--- config.mk ---
export PLATFORM = sky130hd
export DESIGN_NAME = srcal_seq
export DESIGN_NICKNAME = d
export VERILOG_FILES = /design/src/rtl/srcal_pkg.sv /design/src/rtl/srcal_tick.sv /design/src/rtl/srcal_div.sv /design/src/rtl/srcal_calc.sv /design/src/rtl/srcal_seq.sv
export SDC_FILE = /design/constraint.sdc
export NUM_CORES = 1
export LEC_CHECK = 0
export ABC_CLOCK_PERIOD_IN_PS = 9000
export CAP_MARGIN = 20
export CORE_UTILIZATION = 50
export DETAILED_ROUTE_END_ITERATION = 7
export DONT_BUFFER_PORTS = 1
export PLACE_DENSITY = 0.67
export REMOVE_ABC_BUFFERS = 1
export SYNTH_ARGS = -nofsm -noshare
export SYNTH_HDL_FRONTEND = slang
export SYNTH_SLANG_ARGS = --single-unit
export TNS_END_PERCENT = 20
--- constraint.sdc ---
create_clock -name clk -period 9 [get_ports clk]
set_clock_uncertainty 0.15 [all_clocks]
set_input_delay 1.8 -clock clk [delete_from_list [all_inputs] [get_ports clk]]
set_output_delay 1.8 -clock clk [all_outputs]
set_load 0.02 [all_outputs]
--- src/rtl/srcal_pkg.sv ---
package srcal_pkg;

  typedef enum logic [4:0] {
    S_IDLE,
    S_SETTLE,
    S_WR_FRC,
    S_WR_CFG,
    S_WR_EN,
    S_POLL_RD,
    S_POLL_CHK,
    S_POLL_WAIT,
    S_CNT_RD,
    S_CNT_CAP,
    S_WR_DIS,
    S_WR_FRC_OFF,
    S_CALC,
    S_CALC_WAIT,
    S_WR_CODE,
    S_CODE_HOLD,
    S_DONE
  } seq_state_e;

  typedef enum logic [1:0] {
    C_IDLE,
    C_DIV1,
    C_DIV2
  } calc_state_e;

  // meter register map
  localparam logic [1:0] MTR_CTRL = 2'd0;
  localparam logic [1:0] MTR_AUX  = 2'd1;
  localparam logic [1:0] MTR_CNT  = 2'd2;

  localparam int CTRL_EN_BIT   = 0;
  localparam int CTRL_CH_LSB   = 1;
  localparam int CTRL_WIN_LSB  = 8;
  localparam int AUX_FRC_BIT   = 0;
  localparam int AUX_VALID_BIT = 4;

endpackage

--- src/rtl/srcal_tick.sv ---
module srcal_tick #(
  parameter int REF_MHZ = 26
) (
  input  logic clk,
  input  logic rst_n,
  input  logic clr_i,
  output logic tick_o
);
  localparam int PW = (REF_MHZ > 1) ? $clog2(REF_MHZ) : 1;
  localparam logic [PW-1:0] LAST = PW'(REF_MHZ - 1);

  logic [PW-1:0] cnt_q, cnt_d;

  assign tick_o = (cnt_q == LAST);

  always_comb begin
    if (clr_i || tick_o) cnt_d = '0;
    else                 cnt_d = cnt_q + 1'b1;
  end

  always_ff @(posedge clk or negedge rst_n) begin
    if (!rst_n) cnt_q <= '0;
    else        cnt_q <= cnt_d;
  end
endmodule

--- src/rtl/srcal_div.sv ---
module srcal_div #(
  parameter int NW = 20,
  parameter int DW = 24
) (
  input  logic          clk,
  input  logic          rst_n,
  input  logic          start_i,
  input  logic [NW-1:0] dividend_i,
  input  logic [DW-1:0] divisor_i,
  output logic          done_o,
  output logic [NW-1:0] quo_o
);
  localparam int CW = $clog2(NW + 1);

  logic [DW-1:0] rem_q, rem_d;
  logic [NW-1:0] quo_q, quo_d;
  logic [DW-1:0] dvs_q;
  logic [CW-1:0] cnt_q, cnt_d;
  logic          run_q, run_d;
  logic          done_q, done_d;
  logic [DW:0]   trial;
  logic          fits;

  assign trial = {rem_q, quo_q[NW-1]};
  assign fits  = (trial >= {1'b0, dvs_q});

  always_comb begin
    rem_d  = rem_q;
    quo_d  = quo_q;
    cnt_d  = cnt_q;
    run_d  = run_q;
    done_d = 1'b0;
    if (start_i && !run_q) begin
      rem_d = '0;
      quo_d = dividend_i;
      cnt_d = CW'(NW);
      run_d = 1'b1;
    end else if (run_q) begin
      if (fits) rem_d = DW'(trial - {1'b0, dvs_q});
      else      rem_d = trial[DW-1:0];
      quo_d = {quo_q[NW-2:0], fits};
      cnt_d = cnt_q - 1'b1;
      if (cnt_q == CW'(1)) begin
        run_d  = 1'b0;
        done_d = 1'b1;
      end
    end
  end

  always_ff @(posedge clk or negedge rst_n) begin
    if (!rst_n) begin
      rem_q  <= '0;
      quo_q  <= '0;
      cnt_q  <= '0;
      run_q  <= 1'b0;
      done_q <= 1'b0;
    end else begin
      rem_q  <= rem_d;
      quo_q  <= quo_d;
      cnt_q  <= cnt_d;
      run_q  <= run_d;
      done_q <= done_d;
    end
  end

  always_ff @(posedge clk or negedge rst_n) begin
    if (!rst_n)                  dvs_q <= '0;
    else if (start_i && !run_q)  dvs_q <= divisor_i;
  end

  assign done_o = done_q;
  assign quo_o  = quo_q;
endmodule

--- src/rtl/srcal_calc.sv ---
module srcal_calc import srcal_pkg::*; #(
  parameter int CNT_W        = 24,
  parameter int WINDOW       = 1024,
  parameter int REF_MHZ      = 26,
  parameter int SR_COEF      = 28,
  parameter int SR_DIV       = 1000,
  parameter int DEFAULT_CODE = 4,
  parameter int CODE_W       = 3
) (
  input  logic              clk,
  input  logic              rst_n,
  input  logic              start_i,
  input  logic [CNT_W-1:0]  count_i,
  output logic              done_o,
  output logic [CODE_W-1:0] code_o
);
  localparam int NUM  = WINDOW * REF_MHZ * SR_COEF;
  localparam int HALF = SR_DIV / 2;
  localparam int NW   = $clog2(NUM + HALF + 1);
  localparam logic [NW-1:0]     NUM_V  = NW'(NUM);
  localparam logic [NW-1:0]     HALF_V = NW'(HALF);
  localparam logic [CNT_W-1:0]  SRD_V  = CNT_W'(SR_DIV);
  localparam logic [CODE_W-1:0] DEF_V  = CODE_W'(DEFAULT_CODE);

  calc_state_e        st_q, st_d;
  logic               div_start, div_done;
  logic [NW-1:0]      div_num, div_quo;
  logic [CNT_W-1:0]   div_dvs;
  logic [CODE_W-1:0]  code_q, code_d;
  logic               done_q, done_d;

  // first pass: window constant over count; second pass: rounding by SR_DIV
  always_comb begin
    if (st_q == C_DIV1) begin
      div_num = div_quo + HALF_V;
      div_dvs = SRD_V;
    end else begin
      div_num = NUM_V;
      div_dvs = count_i;
    end
  end

  always_comb begin
    st_d      = st_q;
    code_d    = code_q;
    done_d    = 1'b0;
    div_start = 1'b0;
    case (st_q)
      C_IDLE: if (start_i) begin
        if (count_i == '0) begin
          code_d = DEF_V;
          done_d = 1'b1;
        end else begin
          div_start = 1'b1;
          st_d      = C_DIV1;
        end
      end
      C_DIV1: if (div_done) begin
        div_start = 1'b1;
        st_d      = C_DIV2;
      end
      C_DIV2: if (div_done) begin
        code_d = div_quo[CODE_W-1:0];
        done_d = 1'b1;
        st_d   = C_IDLE;
      end
      default: st_d = C_IDLE;
    endcase
  end

  always_ff @(posedge clk or negedge rst_n) begin
    if (!rst_n) begin
      st_q   <= C_IDLE;
      code_q <= DEF_V;
      done_q <= 1'b0;
    end else begin
      st_q   <= st_d;
      code_q <= code_d;
      done_q <= done_d;
    end
  end

  srcal_div #(.NW(NW), .DW(CNT_W)) i_div (
    .clk        (clk),
    .rst_n      (rst_n),
    .start_i    (div_start),
    .dividend_i (div_num),
    .divisor_i  (div_dvs),
    .done_o     (div_done),
    .quo_o      (div_quo)
  );

  assign done_o = done_q;
  assign code_o = code_q;
endmodule

--- src/rtl/srcal_seq.sv ---
module srcal_seq import srcal_pkg::*; #(
  parameter int CH_W         = 2,
  parameter int REF_MHZ      = 26,
  parameter int SETTLE_US    = 1,
  parameter int POLL_US      = 10,
  parameter int POLL_MAX     = 20,
  parameter int WINDOW       = 1024,
  parameter int CNT_W        = 24,
  parameter int SR_COEF      = 28,
  parameter int SR_DIV       = 1000,
  parameter int DEFAULT_CODE = 4,
  parameter int CODE_W       = 3
) (
  input  logic              clk,
  input  logic              rst_n,
  input  logic              start_i,
  input  logic [CH_W-1:0]   chan_i,
  output logic              done_o,
  output logic              osc_en_o,
  output logic [CODE_W-1:0] slew_code_o,
  output logic              mtr_req_o,
  output logic              mtr_we_o,
  output logic [1:0]        mtr_addr_o,
  output logic [31:0]       mtr_wdata_o,
  input  logic [31:0]       mtr_rdata_i
);
  localparam int WAIT_MAX = (SETTLE_US > POLL_US) ? SETTLE_US : POLL_US;
  localparam int WAIT_W   = $clog2(WAIT_MAX + 1);
  localparam int PC_W     = $clog2(POLL_MAX + 1);
  localparam logic [CODE_W-1:0] DEF_V = CODE_W'(DEFAULT_CODE);
  localparam logic [31:0] WIN_WORD = 32'(WINDOW) << CTRL_WIN_LSB;

  logic               rst_meta_q, rst_sync_n;
  seq_state_e         state_q, state_d;
  logic [CH_W-1:0]    chan_q;
  logic [CNT_W-1:0]   cnt_q;
  logic [CODE_W-1:0]  slew_q;
  logic [WAIT_W-1:0]  wait_q;
  logic [PC_W-1:0]    polls_q;
  logic               tick, st_chg, wait_done, meter_valid;
  logic               calc_start, calc_done;
  logic [CODE_W-1:0]  calc_code;
  logic [WAIT_W-1:0]  wait_last;
  logic [31:0]        ctrl_base;

  // reset: asserted asynchronously, released on a clock edge
  always_ff @(posedge clk or negedge rst_n) begin
    if (!rst_n) begin
      rst_meta_q <= 1'b0;
      rst_sync_n <= 1'b0;
    end else begin
      rst_meta_q <= 1'b1;
      rst_sync_n <= rst_meta_q;
    end
  end

  assign st_chg      = (state_d != state_q);
  assign meter_valid = mtr_rdata_i[AUX_VALID_BIT];
  assign wait_last   = (state_q == S_SETTLE) ? WAIT_W'(SETTLE_US - 1) : WAIT_W'(POLL_US - 1);
  assign wait_done   = tick && (wait_q == wait_last);
  assign calc_start  = (state_q == S_CALC);

  // next-state logic
  always_comb begin
    state_d = state_q;
    case (state_q)
      S_IDLE:       if (start_i) state_d = S_SETTLE;
      S_SETTLE:     if (wait_done) state_d = S_WR_FRC;
      S_WR_FRC:     state_d = S_WR_CFG;
      S_WR_CFG:     state_d = S_WR_EN;
      S_WR_EN:      state_d = S_POLL_RD;
      S_POLL_RD:    state_d = S_POLL_CHK;
      S_POLL_CHK: begin
        if (meter_valid || polls_q == PC_W'(POLL_MAX)) state_d = S_CNT_RD;
        else                                          state_d = S_POLL_WAIT;
      end
      S_POLL_WAIT:  if (wait_done) state_d = S_POLL_RD;
      S_CNT_RD:     state_d = S_CNT_CAP;
      S_CNT_CAP:    state_d = S_WR_DIS;
      S_WR_DIS:     state_d = S_WR_FRC_OFF;
      S_WR_FRC_OFF: state_d = S_CALC;
      S_CALC:       state_d = S_CALC_WAIT;
      S_CALC_WAIT:  if (calc_done) state_d = S_WR_CODE;
      S_WR_CODE:    state_d = S_CODE_HOLD;
      S_CODE_HOLD:  state_d = S_DONE;
      S_DONE:       state_d = S_IDLE;
      default:      state_d = S_IDLE;
    endcase
  end

  always_ff @(posedge clk or negedge rst_sync_n) begin
    if (!rst_sync_n) state_q <= S_IDLE;
    else             state_q <= state_d;
  end

  // microsecond wait counter, restarted on every state change
  always_ff @(posedge clk or negedge rst_sync_n) begin
    if (!rst_sync_n)  wait_q <= '0;
    else if (st_chg)  wait_q <= '0;
    else if (tick)    wait_q <= wait_q + 1'b1;
  end

  always_ff @(posedge clk or negedge rst_sync_n) begin
    if (!rst_sync_n)
      polls_q <= '0;
    else if (state_q == S_IDLE)
      polls_q <= '0;
    else if (state_q == S_POLL_CHK && state_d == S_POLL_WAIT)
      polls_q <= polls_q + 1'b1;
  end

  always_ff @(posedge clk or negedge rst_sync_n) begin
    if (!rst_sync_n)                        chan_q <= '0;
    else if (state_q == S_IDLE && start_i)  chan_q <= chan_i;
  end

  always_ff @(posedge clk or negedge rst_sync_n) begin
    if (!rst_sync_n)                cnt_q <= '0;
    else if (state_q == S_CNT_CAP)  cnt_q <= mtr_rdata_i[CNT_W-1:0];
  end

  always_ff @(posedge clk or negedge rst_sync_n) begin
    if (!rst_sync_n)                        slew_q <= DEF_V;
    else if (state_q == S_IDLE && start_i)  slew_q <= DEF_V;
    else if (state_q == S_WR_CODE)          slew_q <= calc_code;
  end

  // meter register port
  assign ctrl_base = WIN_WORD | (32'(chan_q) << CTRL_CH_LSB);

  always_comb begin
    mtr_req_o   = 1'b0;
    mtr_we_o    = 1'b0;
    mtr_addr_o  = MTR_CTRL;
    mtr_wdata_o = '0;
    case (state_q)
      S_WR_FRC: begin
        mtr_req_o   = 1'b1;
        mtr_we_o    = 1'b1;
        mtr_addr_o  = MTR_AUX;
        mtr_wdata_o = 32'd1 << AUX_FRC_BIT;
      end
      S_WR_CFG, S_WR_DIS: begin
        mtr_req_o   = 1'b1;
        mtr_we_o    = 1'b1;
        mtr_addr_o  = MTR_CTRL;
        mtr_wdata_o = ctrl_base;
      end
      S_WR_EN: begin
        mtr_req_o   = 1'b1;
        mtr_we_o    = 1'b1;
        mtr_addr_o  = MTR_CTRL;
        mtr_wdata_o = ctrl_base | (32'd1 << CTRL_EN_BIT);
      end
      S_POLL_RD: begin
        mtr_req_o  = 1'b1;
        mtr_addr_o = MTR_AUX;
      end
      S_CNT_RD: begin
        mtr_req_o  = 1'b1;
        mtr_addr_o = MTR_CNT;
      end
      S_WR_FRC_OFF: begin
        mtr_req_o   = 1'b1;
        mtr_we_o    = 1'b1;
        mtr_addr_o  = MTR_AUX;
      end
      default: ;
    endcase
  end

  assign osc_en_o    = (state_q != S_IDLE) && (state_q != S_DONE);
  assign done_o      = (state_q == S_DONE);
  assign slew_code_o = slew_q;

  srcal_tick #(.REF_MHZ(REF_MHZ)) i_tick (
    .clk    (clk),
    .rst_n  (rst_sync_n),
    .clr_i  (st_chg),
    .tick_o (tick)
  );

  srcal_calc #(
    .CNT_W(CNT_W), .WINDOW(WINDOW), .REF_MHZ(REF_MHZ), .SR_COEF(SR_COEF),
    .SR_DIV(SR_DIV), .DEFAULT_CODE(DEFAULT_CODE), .CODE_W(CODE_W)
  ) i_calc (
    .clk     (clk),
    .rst_n   (rst_sync_n),
    .start_i (calc_start),
    .count_i (cnt_q),
    .done_o  (calc_done),
    .code_o  (calc_code)
  );
endmodule

==> impl_results.md <==
- Outcome: finished, final reports clean
- Worst r2r path cells: 9
- Final setup viols: 0
- RR Endpoint: i_calc.i_div.rem_q[19]
- CTS tree: done
- Total die area: 15900 um2
- Synth top area share: 41.9%
- Final GP Congestion: 0.884
- CTS Buf Count: 17
- Share of layout cells above drive strength 1: 9.89%
- Max FO, Critical Path: 20
- XOR/XNOR share of the synthesized area: 3.75%
- RSZ-0062 raised after global routing: no
- Combinational family with the most area after synthesis: simple AND/OR/NAND/NOR gates
- Tightest Pin Transition: 1040 ps
- Crit. End Element: output pin
- Post-synthesis mux area share: 7.39%
- Worst VDD drop: 0.000183 V
- # H-tree levels: 4
- Number of max-slew violations in the final report: 0
- CP Data Arrival Time: 2530 ps
- Adder-Cell Fraction of Synth Area: 5.46%
- Synth Instances: 846
- Post-synthesis area per instance: 9.10 um2
- Initial DRC count: 567
- Root buffer cell: clkbuf_16
- Primary FF master, synth: dfrtp_1
- Ys async rst share: 100%
- Kind of critical path: reg -> out
- Mapped Area: 7700 um2
- Power Density: 339 nW/um2
- Worst-path clk slew: 60 ps
- DR vias: 6085
- Area growth syn-to-layout: 9.02%
- Post-layout min period: 4480 ps
- Compound-Gate Fraction of Synth Area: 16.3%
- Setup crit start: state_q[2]
- Routed len/inst: 16.5 um
- Cts repair resizes: 0
- Clock sink count: 131
- Seq/Total Area, Yosys: 42.6%
- Warnings, synthesis: 0
- Leak Pwr: 3.72 nW
- DP Wirelength: 11600 um
- I/O pins: 78
- Fmax: 223 MHz
- Post-CTS repair timing setup buffer count: 0
- # DRC: 0
- Cell variety after synth: 75
- GRT overflow: 0
- Max clock buf depth: 2
- Final WL: 17100 um
- Initial antenna violation count: 1
- FP Rows: 44
- Post-DR vias/cell: 5.88
- Post-synth top area cell: dfrtp_1
- Number of global-route vias before repair: 5976
- Post-DRT Antenna Nets: 0
- Worst slew margin: 29.1%
- Setup_tns: 0 ps
- Final nets: 906
- Synth area leaders: dfrtp_1 42%, ha_1 5.2%, o21ai_0 4.4%
- Register bit count reported by yosys: 131
- Hold buffers post-CTS: 0
- Final Power: 0.00284 W
- WP data required: 7050 ps
- Die Wd: 126 um
- Maxcap violations: 0
- PortBufs: 0
- Initial core utilization: 52.2%
- Pin count of the biggest net entering global routing: 74
- Worst setup path endpoint: mtr_wdata_o[2]
- EDFF count, synth: 0
- Core Box Area: 14800 um2
- GRT Overall Usage: 22.5%
- R2r setup slk: 5430 ps
- Final hold violation count: 0
- Simple logic cell fraction of the synthesized area: 17.2%
- Clk_lat worst skew: 430 ps
- DIE HEIGHT: 126 um
- First-pass GRT wire length: 28700 um
- R2R Path Start: i_calc.i_div.rem_q[9]
- Element type at the critical path start: flop
- Hold Path Class: reg -> reg
- DR pass1 iterations: 5
- Fin crit share: 49.8%
## power breakdown
| group | internal [W] | switching (W) |
|---|---|---|
| Combinational | 0.000486 | 0.000630 |
| Sequential | 0.000762 | 0.000191 |
| Clock | 0.000509 | 0.000265 |
## cell type report
type	instances	area, um2
fill	1306	6360
multi-input combinational	629	3970
sequential	131	3280
clock buffer	21	460
tap	184	230
clock inverter	11	199
inverter	48	180
timing repair buffer	9	67.6
antenna	1	2.50
## how the worst min path moves through the flow
| stage | startpoint | endpoint | depth (start not counted) |
|---|---|---|---|
| after floorplan | rst_meta_q | rst_sync_n | 0 |
| after global placement | rst_meta_q | rst_sync_n | 0 |
| after detailed placement | rst_meta_q | rst_sync_n | 0 |
| after CTS | rst_meta_q | rst_sync_n | 0 |
| after global routing | rst_meta_q | rst_sync_n | 0 |
| final | rst_meta_q | rst_sync_n | 0 |
## flip-flops by register name (all words and copies together) (netlist names)
| register | count |
|---|---|
| i_tick.cnt_q | 5 |
| i_calc.code_o | 3 |
| i_calc.i_div.rem_q | 24 |
| wait_q | 4 |
| slew_code_o | 3 |
| i_calc.done_o | 1 |
| chan_q | 2 |
| i_calc.i_div.done_o | 1 |
| i_calc.i_div.run_q | 1 |
| i_calc.i_div.quo_o | 20 |
| i_calc.st_q | 2 |
| state_q | 5 |
| rst_sync_n | 1 |
| rst_meta_q | 1 |
| i_calc.i_div.dvs_q | 24 |
| cnt_q | 24 |
| i_calc.i_div.cnt_q | 5 |
| polls_q | 5 |
## logic make-up (layout without fill, tap and decap cells)
group,Yosys count,after routing
simple gates,276,276
compound gates,205,205
flops,131,131
buf+inv,113,89
mux,53,53
fa+ha+maj,33,33
xor+xnor,33,33
other cells,2,30
## cells in the mapped netlist, drive strengths merged, types with 16 or more instances
cell,n
buf,39
ha,32
mux2i,25
dfrtp,129
xor2,17
inv,48
nor2,67
nor3,22
xnor2,16
o21ai,88
nand2,82
nand3,40
a21oi,54
mux2,28
clkbuf,26
## critical path, cell delays in order (launching register included)
cell     delay, ps
dfrtp_1        740
nand2_1        250
nor2_1         160
a21oi_1         70
o32a_1         190
nor2_1         380
and2_1         320
## through the flow
stage / setup WS, ps / util, % / cells / instance area [um2] / hold slack, ps
4_1_cts: 4560 / 56.9 / 1033 / 8390 / 204
2_1_floorplan: 4930 / - / 808 / 7430 / 181
3_3_place_gp: 5110 / 52.4 / 1001 / 7730 / 188
3_5_place_dp: 5050 / 52.4 / 1001 / 7730 / 186
6_report: 4520 / 56.9 / 1034 / 8390 / 201
5_1_grt: 4370 / 56.9 / 1034 / 8390 / 203
## metal layers
metal | share of wire [%] | vias up | track usage, % | routed length [um]
li1 | - | 2924 | - | -
met1 | 46 | 2960 | 29.5 | 7870
met2 | 47 | 165 | 36.6 | 8040
met3 | 4.6 | 36 | 4.38 | 789
met4 | 2.2 | 0 | 9.57 | 368
met5 | 0 | - | 0 | 0
## placed cells by master, fill, tap and decap left out, drive strengths merged, types with 4 or more instances in the layout
cell      n
clkbuf   21
a21o      6
a22o      4
nor2b     6
nand4    10
mux2     28
ha       32
mux2i    25
xnor2    16
o21ai    88
o211ai    7
nor2     67
nand2    82
o22ai     5
a211oi    5
conb     29
nor4     14
nand3    40
nand2b    9
dfrtp   129
clkinv    4
a31oi     5
or3       5
bufinv    5
inv      50
a21oi    54
xor2     17
and2      5
and3      4
buf       9
nor3     22
No activity file was read; power rests on OpenSTA's default activity.
